`src/rtl/coh_pkg.sv`:
```
package coh_pkg;

    typedef enum logic [1:0] {
        ST_I = 2'd0,
        ST_S = 2'd1,
        ST_M = 2'd2
    } msi_t;

    // Two holders may share a line unless one of them has write ownership
    // and the other holds anything but I.
    function automatic logic coh_compat(msi_t held, msi_t want);
        logic bad;
        bad = (held == ST_M && want != ST_I) || (held == ST_S && want == ST_M);
        return !bad;
    endfunction

    // State a conflicting holder must drop to for a given request.
    function automatic msi_t coh_dg_target(msi_t want);
        return (want == ST_M) ? ST_I : ST_S;
    endfunction

endpackage

```
`src/rtl/coh_rr_arb.sv`:
```
module coh_rr_arb #(
    parameter int N = 4
) (
    input  logic                 clk,
    input  logic                 rst,
    input  logic [N-1:0]         req,
    input  logic                 adv,
    output logic                 any,
    output logic [$clog2(N)-1:0] idx
);
    localparam int IW = $clog2(N);

    logic [IW-1:0] last_q;

    // Scan from far to near so the nearest candidate after last_q wins.
    always_comb begin
        any = 1'b0;
        idx = '0;
        for (int k = N; k >= 1; k--) begin
            if (req[(int'(last_q) + k) % N]) begin
                any = 1'b1;
                idx = IW'((int'(last_q) + k) % N);
            end
        end
    end

    always_ff @(posedge clk) begin
        if (rst) begin
            last_q <= IW'(N - 1);
        end else if (adv && any) begin
            last_q <= idx;
        end
    end
endmodule

```
`src/rtl/coh_dir_table.sv`:
```
module coh_dir_table
    import coh_pkg::*;
#(
    parameter int NCHILD = 4,
    parameter int NLINE  = 16
) (
    input  logic                                clk,
    input  logic                                rst,
    input  logic                                we_st,
    input  logic                                we_wt,
    input  logic [$clog2(NCHILD)-1:0]           child,
    input  logic [$clog2(NLINE)-1:0]            addr,
    input  msi_t                                st_val,
    input  logic                                wt_val,
    output msi_t [NLINE-1:0][NCHILD-1:0]        st_all,
    output logic [NLINE-1:0][NCHILD-1:0]        wt_all
);
    msi_t [NLINE-1:0][NCHILD-1:0] st_q;
    logic [NLINE-1:0][NCHILD-1:0] wt_q;

    always_ff @(posedge clk) begin
        if (rst) begin
            for (int l = 0; l < NLINE; l++) begin
                for (int c = 0; c < NCHILD; c++) begin
                    st_q[l][c] <= ST_I;
                    wt_q[l][c] <= 1'b0;
                end
            end
        end else begin
            if (we_st) st_q[addr][child] <= st_val;
            if (we_wt) wt_q[addr][child] <= wt_val;
        end
    end

    assign st_all = st_q;
    assign wt_all = wt_q;
endmodule

```
`src/rtl/coh_line_mem.sv`:
```
module coh_line_mem #(
    parameter int NLINE = 16,
    parameter int DW    = 32
) (
    input  logic                     clk,
    input  logic                     rst,
    input  logic                     we,
    input  logic [$clog2(NLINE)-1:0] waddr,
    input  logic [DW-1:0]            wdata,
    input  logic [$clog2(NLINE)-1:0] raddr,
    output logic [DW-1:0]            rdata
);
    logic [DW-1:0] line_q [NLINE];

    always_ff @(posedge clk) begin
        if (rst) begin
            for (int l = 0; l < NLINE; l++) line_q[l] <= '0;
        end else if (we) begin
            line_q[waddr] <= wdata;
        end
    end

    assign rdata = line_q[raddr];
endmodule

```
`src/rtl/coh_dir_ctrl.sv`:
```
module coh_dir_ctrl
    import coh_pkg::*;
#(
    parameter int NCHILD = 4,
    parameter int NLINE  = 16,
    parameter int DW     = 32,
    localparam int AW    = $clog2(NLINE),
    localparam int CW    = $clog2(NCHILD)
) (
    input  logic                         clk,
    input  logic                         rst,
    input  logic [NCHILD-1:0]            req_valid,
    input  logic [NCHILD-1:0][AW-1:0]    req_addr,
    input  logic [NCHILD-1:0][1:0]       req_want,
    output logic [NCHILD-1:0]            req_ready,
    input  logic [NCHILD-1:0]            rsp_valid,
    input  logic [NCHILD-1:0][AW-1:0]    rsp_addr,
    input  logic [NCHILD-1:0][1:0]       rsp_state,
    input  logic [NCHILD-1:0][DW-1:0]    rsp_data,
    output logic [NCHILD-1:0]            rsp_ready,
    output logic                         out_valid,
    output logic                         out_dgrade,
    output logic [CW-1:0]                out_child,
    output logic [AW-1:0]                out_addr,
    output logic [1:0]                   out_state,
    output logic                         out_has_data,
    output logic [DW-1:0]                out_data
);
    typedef struct packed {
        logic          valid;
        logic          dgrade;
        logic [CW-1:0] child;
        logic [AW-1:0] addr;
        msi_t          state;
        logic          has_data;
        logic [DW-1:0] data;
    } out_msg_t;

    // Directory and data storage
    msi_t [NLINE-1:0][NCHILD-1:0] st_all;
    logic [NLINE-1:0][NCHILD-1:0] wt_all;
    logic          tw_st, tw_wt, tw_wtv;
    logic [CW-1:0] tw_child;
    logic [AW-1:0] tw_addr;
    msi_t          tw_stv;
    logic          mem_we;
    logic [AW-1:0] mem_waddr;
    logic [DW-1:0] mem_wdata, mem_rdata;

    // Arbitration
    logic          rsp_any, req_any;
    logic [CW-1:0] rc, qc;

    coh_rr_arb #(.N(NCHILD)) u_rsp_arb (
        .clk(clk), .rst(rst), .req(rsp_valid), .adv(rsp_any),
        .any(rsp_any), .idx(rc)
    );

    coh_rr_arb #(.N(NCHILD)) u_req_arb (
        .clk(clk), .rst(rst), .req(req_valid), .adv(!rsp_any),
        .any(req_any), .idx(qc)
    );

    coh_dir_table #(.NCHILD(NCHILD), .NLINE(NLINE)) u_table (
        .clk(clk), .rst(rst), .we_st(tw_st), .we_wt(tw_wt),
        .child(tw_child), .addr(tw_addr), .st_val(tw_stv), .wt_val(tw_wtv),
        .st_all(st_all), .wt_all(wt_all)
    );

    logic [AW-1:0] qa, ra;
    msi_t          want;
    assign qa   = req_addr[qc];
    assign ra   = rsp_addr[rc];
    assign want = msi_t'(req_want[qc]);

    coh_line_mem #(.NLINE(NLINE), .DW(DW)) u_mem (
        .clk(clk), .rst(rst), .we(mem_we), .waddr(mem_waddr), .wdata(mem_wdata),
        .raddr(qa), .rdata(mem_rdata)
    );

    // Conflict scan over the other children of the requested line
    logic          others_ok, dg_found;
    logic [CW-1:0] dg_idx;

    always_comb begin
        others_ok = 1'b1;
        dg_found  = 1'b0;
        dg_idx    = '0;
        for (int i = NCHILD - 1; i >= 0; i--) begin
            if (CW'(i) != qc && !coh_compat(st_all[qa][i], want)) begin
                others_ok = 1'b0;
                if (!wt_all[qa][i]) begin
                    dg_found = 1'b1;
                    dg_idx   = CW'(i);
                end
            end
        end
    end

    // Per-cycle decision: response, grant, downgrade or nothing
    out_msg_t nxt, msg_q;

    always_comb begin
        rsp_ready = '0;
        req_ready = '0;
        tw_st     = 1'b0;
        tw_wt     = 1'b0;
        tw_wtv    = 1'b0;
        tw_child  = '0;
        tw_addr   = '0;
        tw_stv    = ST_I;
        mem_we    = 1'b0;
        mem_waddr = ra;
        mem_wdata = rsp_data[rc];
        nxt       = '0;
        if (rsp_any) begin
            rsp_ready[rc] = 1'b1;
            tw_st    = 1'b1;
            tw_wt    = 1'b1;
            tw_wtv   = 1'b0;
            tw_child = rc;
            tw_addr  = ra;
            tw_stv   = msi_t'(rsp_state[rc]);
            mem_we   = (st_all[ra][rc] == ST_M);
        end else if (req_any) begin
            if (others_ok && !wt_all[qa][qc]) begin
                req_ready[qc] = 1'b1;
                tw_st        = 1'b1;
                tw_child     = qc;
                tw_addr      = qa;
                tw_stv       = want;
                nxt.valid    = 1'b1;
                nxt.child    = qc;
                nxt.addr     = qa;
                nxt.state    = want;
                nxt.has_data = (st_all[qa][qc] == ST_I);
                nxt.data     = (st_all[qa][qc] == ST_I) ? mem_rdata : '0;
            end else if (dg_found) begin
                tw_wt      = 1'b1;
                tw_wtv     = 1'b1;
                tw_child   = dg_idx;
                tw_addr    = qa;
                nxt.valid  = 1'b1;
                nxt.dgrade = 1'b1;
                nxt.child  = dg_idx;
                nxt.addr   = qa;
                nxt.state  = coh_dg_target(want);
            end
        end
    end

    always_ff @(posedge clk) begin
        if (rst) msg_q <= '0;
        else     msg_q <= nxt;
    end

    assign out_valid    = msg_q.valid;
    assign out_dgrade   = msg_q.dgrade;
    assign out_child    = msg_q.child;
    assign out_addr     = msg_q.addr;
    assign out_state    = msg_q.state;
    assign out_has_data = msg_q.has_data;
    assign out_data     = msg_q.data;
endmodule

```
`config.mk`:
```
export PLATFORM = sky130hd
export DESIGN_NAME = coh_dir_ctrl
export DESIGN_NICKNAME = d
export VERILOG_FILES = /design/src/rtl/coh_pkg.sv /design/src/rtl/coh_rr_arb.sv /design/src/rtl/coh_dir_table.sv /design/src/rtl/coh_line_mem.sv /design/src/rtl/coh_dir_ctrl.sv
export SDC_FILE = /design/constraint.sdc
export NUM_CORES = 2
export LEC_CHECK = 0
export BUFFER_PORTS_ARGS = -buffer_cell sky130_fd_sc_hd__buf_2
export CAP_MARGIN = 25
export CORE_MARGIN = 2
export CORE_UTILIZATION = 47
export DETAILED_ROUTE_END_ITERATION = 10
export PLACE_DENSITY = 0.68
export SYNTH_ARGS = -nofsm -noshare
export SYNTH_HDL_FRONTEND = slang
export SYNTH_SLANG_ARGS = --single-unit
```
`constraint.sdc`:
```
create_clock -name clk -period 6.7 [get_ports clk]
set_input_delay 1.34 -clock clk [delete_from_list [all_inputs] [get_ports clk]]
set_output_delay 1.34 -clock clk [all_outputs]
set_load 0.005 [all_outputs]
```
== Word level (Yosys, flattened, before mapping) ==
Memory sizes are Yosys's and may differ from the RTL's. A register that Yosys moved wholly into a read port is not among the register bits.
Cells that the tools add are included.
Storage, ports and cells
  register bits: 207
  memory bits (writable): 512
  input bits: 186
  memories kept: 1
Cells by class
  add/subtract/negate cells: 8
  order comparisons: 18
  equal/unequal tests: 13
  multiplexer cells: 132
  bitwise operators: 11
  reduce and logical (&&, ||, !) cells: 40
Memories
  u_mem.line_q: words 16, bits a word 32, rd ports 1, clocked after memory_dff 1, write ports 16, line coh_line_mem.sv:13  | logic [DW-1:0] line_q [NLINE];
Operators with widths (count)
  128-bit bitwise mux: 1
  32-bit binary-select mux with 2-bit select: 1
  8-bit binary-select mux with 4-bit select: 2
  64-bit bitwise mux: 1
  32-bit 2-to-1 mux: 2
  1-bit 2-to-1 mux: 57
  2-bit 2-to-1 mux: 28
  4-bit 2-to-1 mux: 13
  8-bit demux with 4-bit select: 1
  3-bit by 4-bit less-than comparator with 1-bit output, second input constant: 8
  8-bit 2-to-1 mux: 4
  32-bit OR reduction: 1
  1-bit binary-select mux with 2-bit select: 9
  1-bit logical AND: 18
  2-bit binary-select mux with 2-bit select: 4
  4-bit binary-select mux with 2-bit select: 2
  4-bit binary-select mux with 4-bit select: 1
  4-bit demux with 4-bit select: 1
  2-bit OR reduction: 8
  4-bit by 5-bit less-than comparator with 1-bit output, second input constant: 3
  2-bit equality test, second input constant: 6
  10-bit 2-to-1 mux: 1
  2-bit by 3-bit less-than comparator with 1-bit output, second input constant: 3
  2-bit by 1-bit adder with 2-bit output, second input constant: 4
  17 further kinds: 43

== Depth between registers and ports, before layout ==
  depth in word-level cells: 36
  gate-level depth with buffers: 23
  gate-level depth less buffers: 15

== By module ==
A second synthesis with hierarchy kept.
Unflattened totals
  cells, all modules: 2822
  area total of the unflattened synthesis: 36472.5 um2
Modules (own cells, without submodules)
  coh_line_mem: times used 1, cells each 1416, area each 22851.9 um2
  coh_dir_table: times used 1, cells each 747, area each 7641.1 um2
  coh_dir_ctrl: times used 1, cells each 615, area each 5609.1 um2
  coh_rr_arb: times used 2, cells each 22, area each 185.2 um2

== Least setup slack after synthesis ==
No wires, ideal clock.
  kind: input-to-reg
  start point: in rsp_valid[3]
  end point: mem u_mem.line_q[13][0] (enable)
  arrival time: 5.970 ns
  setup slack: 0.341 ns
  stages: 16
  cell sequence: nor2b_1 or3b_2 o221a_2 buf_2 mux2i_1 mux2_2 buf_2 buf_2 o311a_1 o311ai_0 a311oi_1 a2111oi_0 and3b_1 nand2_1 buf_2 nand2_1
RTL lines
  start: declaration: line coh_dir_ctrl.sv:16  | input logic [NCHILD-1:0] rsp_valid,
  end: declaration: line coh_line_mem.sv:13

== Final worst setup path ==
  start point: in req_valid[3]
  end point: out req_ready[0]
Between the ends
  word-level cells in the longest chain between the ends: 23
  elaborated cells on any way between the ends: 74
  those cells by class: order compare: 2; eq/ne: 12; mux: 39; reduce/logical: 21
RTL lines
  start: declaration: line coh_dir_ctrl.sv:12  | input logic [NCHILD-1:0] req_valid,
  1-bit binary-select mux with 2-bit select: line coh_rr_arb.sv:20  | if (req[(int'(last_q) + k) % N]) begin
  1-bit 2-to-1 mux (not written as such) (2 in a row): line coh_rr_arb.sv:20
  2-bit 2-to-1 mux (4 in a row): line coh_rr_arb.sv:20
  4-bit binary-select mux with 2-bit select: line coh_dir_ctrl.sv:72  | assign qa = req_addr[qc];
  4-bit 2-to-1 mux (not written as such): line coh_dir_ctrl.sv:72
  8-bit binary-select mux with 4-bit select: line coh_dir_ctrl.sv:90  | if (CW'(i) != qc && !coh_compat(st_all[qa][i], want)) begin
  8-bit 2-to-1 mux (not written as such): line coh_dir_ctrl.sv:90
  2-bit equality test or 2-bit by 1-bit equality test with 1-bit output (tied branches): line coh_pkg.sv:13  | bad = (held == ST_M && want != ST_I) || (held == ST_S && want == ST_M);
  1-bit logical AND: line coh_pkg.sv:13
  1-bit logical OR: line coh_pkg.sv:13
  1-bit logical AND: line coh_dir_ctrl.sv:90
  1-bit 2-to-1 mux (4 in a row): line coh_dir_ctrl.sv:90
  1-bit logical AND: line coh_dir_ctrl.sv:126  | if (others_ok && !wt_all[qa][qc]) begin
  4-bit 2-to-1 mux: line coh_dir_ctrl.sv:126
  4-bit 2-to-1 mux (*): line coh_dir_ctrl.sv:125  | end else if (req_any) begin
  4-bit 2-to-1 mux (*): line coh_dir_ctrl.sv:116  | if (rsp_any) begin
  end: declaration: line coh_dir_ctrl.sv:15  | output logic [NCHILD-1:0] req_ready,
Every way passes the cells marked *; elsewhere a longest branch is shown, timed or not. The select of a mux whose other input is x is not followed.

==> metrics.txt <==
Crit Path Class primary input to output port; first-pass GRT wire length 184000 um; synthesized area 37100 um^2; area of the core between 70000 and 80000 um^2; CTS buffer count 81; master of the slowest instance on the critical path sky130_fd_sc_hd__o21ai_1; drt initial violations 3682; cell leakage power ~16 nW; sum of negative setup slack 0 ps; Synth Area per Inst 9.58 um^2; Die ar. 81300 um^2; total area of multi-input combinational cells 15500 um^2; MaxCap Viol Count 0; utilization after layout 55.0%; worst hold path cell count 2; Area Overhead vs Synth 16.4%; I/O pin count between 200 and 250; worst hold slack after final layout 462 ps; Min-Delay Path Class flop to flop; number of buffers on the longest clock path 3; pwr dens 294 nW/um^2; number of library cell types mapped by synthesis approximately 100; starting density of the core 47.2%; worst slew margin relative to its limit 27.9%; routed wire length roughly 120000 um; via count of the first global-routing pass 29700; fraction of registers with async set or reset after synthesis 0%; worst voltage drop across the vdd grid around 0.00022 V; nets between 4000 and 5000; Reg2Reg Depth 15; critical path startpoint category primary input; ordered list of cells on the worst path buf_2 > nor2b_1 > o21ai_1 > nand3_1 > buf_4 > o21ai_4 > buf_12 > mux2_2 > o2111ai_1 > and4_1 > nand2b_1 > o22ai_1 > buf_4 > nand2_1 > o211a_2 > nand3_1 > nor3_1 > buf_2; post-route ant nets 0; PortBufs 236; required time worst endpoint 5360 ps; clk slew on worst S/H paths 60 ps; final weighted congestion in routability-driven placement about 0.98; Crit. End Element output port; Worst Path Arrival 5120 ps; total nets after synthesis 4063; routed length per placed instance 23.7 um; RSZ-0062 raised after global routing no; die span in x 285 um; Power Total 12.7 mW; internal reg-to-reg setup slack between 1000 and 1500 ps; Period Utilization, post-route a little over nine tenths; outcome finished, final reports clean; total of flip-flops plus latches after synthesis 751; latest clock arrival within the worst-skew pair between 600 and 700 ps; measured slew at the worst slew-check pin 1070 ps; PnR worst setup slack 244 ps; Core Rows 103; CP max stage delay 410 ps; minimum setup slack after placement 276 ps; hold bufs inserted after CTS 0; via count 31600; final number of setup-violating endpoints 0; TritonCTS clock tree yes; Seq pwr share 41.2%; Fin Clk Skew around 36 ps; time the worst path needs with I/O delays and setup ~6500 ps; Internal Dissipation 8.72 mW; root cell of the clock tree sky130_fd_sc_hd__clkbuf_16; reg-to-reg critical path startpoint u_req_arb.last_q[0]; share of the yosys chip area belonging to registers 54.3%; Psw between 4 and 5 mW; number of antenna violations at the first check in global routing 2; number of warnings printed during yosys synthesis 0; DP HPWL 74800 um; # H-tree levels 3; achievable frequency 0.155 GHz; Synth Flop Type sky130_fd_sc_hd__edfxtp_1; gr usage total ~30%; critical path peak fanout 47; fillcell total 6907; worst min-delay path endpoint u_table.st_all[81]; final hold vios 0; residual DRC count 0; fraction of final layout cells sized beyond drive strength 1 between 15 and 20%; portion of total power attributed to the clock network between 30% and 40%; pin count of the biggest net entering global routing 179; number of sinks on the clock net 751; average vias per placed instance 6.11; final global-route overflow total 0; Slew Viols, Final 0; launch instance of the worst min-delay path u_table.st_all[81]; area of all sequential standard cells roughly 20000 um^2; number of flops mapped to enable cells by yosys 512; combinational share of power 22.1%; 1st-pass router iterations 6; capture point of the worst reg-to-reg path u_table.st_all[108]; floorplan die height between 200 and 300 um; count of mapped cells out of synthesis 3877; Switching Fraction 31.4%
## cell families after synthesis
family	count (synthesis)	synth area share (%)
compound gates	492	10.7
buf+inv	390	4.43
flops	751	54.3
mux	210	6.13
simple gates	2034	24.5
## layout by cell type, fill, tap and decap left out, types with 30 or more instances in the layout
cell type                     n
sky130_fd_sc_hd__a211oi_1    52
sky130_fd_sc_hd__a311oi_1   138
sky130_fd_sc_hd__and3_1      75
sky130_fd_sc_hd__buf_12      40
sky130_fd_sc_hd__buf_2      236
sky130_fd_sc_hd__buf_4      167
sky130_fd_sc_hd__clkbuf_16   85
sky130_fd_sc_hd__dfxtp_1    239
sky130_fd_sc_hd__edfxtp_1   512
sky130_fd_sc_hd__inv_1       38
sky130_fd_sc_hd__mux2i_1    173
sky130_fd_sc_hd__nand2_1    888
sky130_fd_sc_hd__nand3_1    223
sky130_fd_sc_hd__nor2_1     570
sky130_fd_sc_hd__nor3_1      61
sky130_fd_sc_hd__o21ai_1     30
## Yosys cell counts, types with 7 or more instances
master	count	area [um^2]
sky130_fd_sc_hd__inv_1	39	146
sky130_fd_sc_hd__nor4_1	17	106
sky130_fd_sc_hd__mux2_2	23	259
sky130_fd_sc_hd__nor2b_1	18	113
sky130_fd_sc_hd__a221oi_1	9	78.8
sky130_fd_sc_hd__nor3b_1	18	135
sky130_fd_sc_hd__o21ai_1	35	175
sky130_fd_sc_hd__nand2b_1	25	156
sky130_fd_sc_hd__a31oi_1	23	144
sky130_fd_sc_hd__a21oi_1	23	115
sky130_fd_sc_hd__nor3_1	62	310
sky130_fd_sc_hd__o211ai_1	29	218
sky130_fd_sc_hd__dfxtp_1	239	4780
sky130_fd_sc_hd__nor2_1	570	2140
sky130_fd_sc_hd__a211oi_1	52	390
sky130_fd_sc_hd__mux2i_1	174	1740
sky130_fd_sc_hd__a311oi_1	138	1210
sky130_fd_sc_hd__nand2_1	906	3400
sky130_fd_sc_hd__o221a_2	18	203
sky130_fd_sc_hd__buf_1	27	101
sky130_fd_sc_hd__o21ai_0	23	115
sky130_fd_sc_hd__edfxtp_1	512	15400
sky130_fd_sc_hd__o2111ai_1	8	70.1
sky130_fd_sc_hd__o21a_1	12	90.1
sky130_fd_sc_hd__nor4_2	19	238
sky130_fd_sc_hd__buf_2	83	415
sky130_fd_sc_hd__a41oi_1	25	219
sky130_fd_sc_hd__nand3b_1	11	82.6
sky130_fd_sc_hd__nand4_1	9	56.3
sky130_fd_sc_hd__and4_1	7	61.3
sky130_fd_sc_hd__and3_1	75	469
sky130_fd_sc_hd__mux4_2	11	248
sky130_fd_sc_hd__buf_4	11	82.6
sky130_fd_sc_hd__o22ai_1	9	56.3
sky130_fd_sc_hd__clkbuf_1	224	841
sky130_fd_sc_hd__nand3_1	227	1140
sky130_fd_sc_hd__o311a_1	8	80.1
sky130_fd_sc_hd__and2_1	9	56.3
sky130_fd_sc_hd__nor3_2	12	120
## sequential cells by signal, indices dropped and copies added, names as in the netlist
register	flops
out_dgrade	1
out_addr	4
u_table.wt_all	64
out_valid	1
u_table.st_all	128
u_mem.line_q	512
u_req_arb.last_q	2
u_rsp_arb.last_q	2
out_child	2
out_data	32
out_has_data	1
out_state	2
## worst max-delay path, delay by kind of cell
family | cells | cell delay, ps
compound gates | 5 | 1070
buf+inv | 5 | 1010
mux | 1 | 390
simple gates | 7 | 1270
## worst max path at each step
stage                       from                  end  slack (ps)
detailed placement  req_valid[0]         req_ready[0]         280
CTS                 req_valid[0]         req_ready[0]         260
global placement    req_valid[0]         req_ready[0]         280
floorplan           rsp_valid[3]  u_mem.line_q[13][0]         340
finish              req_valid[3]         req_ready[0]         240
global route        req_valid[3]         req_ready[0]           8
## stage by stage
step | cell area, um^2 | std cells
after floorplan | 37100 | 3877
after global placement | 40300 | 5015
after detailed placement | 40400 | 5018
after CTS | 43200 | 5170
after global routing | 43200 | 5173
final | 43200 | 5174
## cell type report
class                   instances  area share, %
clock inverters                36           1.02
well taps                    1050           3.04
flip-flops and latches        751           46.6
repair buffers                444           7.55
diodes                          1        0.00579
multi-input cells            2736           35.9
inverters                      40          0.353
clock buffers                 116           5.45
## metal layers
layer | track usage (%) | vias up | part of all wire (%)
li1 | - | 14200 | -
met1 | 40.0 | 15300 | 40
met2 | 47.5 | 1760 | 47
met3 | 3.94 | 352 | 8.9
met4 | 12.4 | 0 | 4.2
met5 | 0 | - | 0
## what timing repair did
item	in CTS	in global routing
buffers inserted	0	2
gates resized for setup	0	1
setup endpoints to repair	0	4
## power groups by stage
stage                     Sequential (mW)  Clock (mW)  Combinational, mW
final                                5.25        4.66               2.82
after floorplan                      5.32           0               1.71
after global placement               5.33           0               2.72
after detailed placement             5.34           0               2.75
after CTS                            5.24        4.70               2.76
after global routing                 5.26        4.88               2.99
No activity file was read; power rests on OpenSTA's default activity.
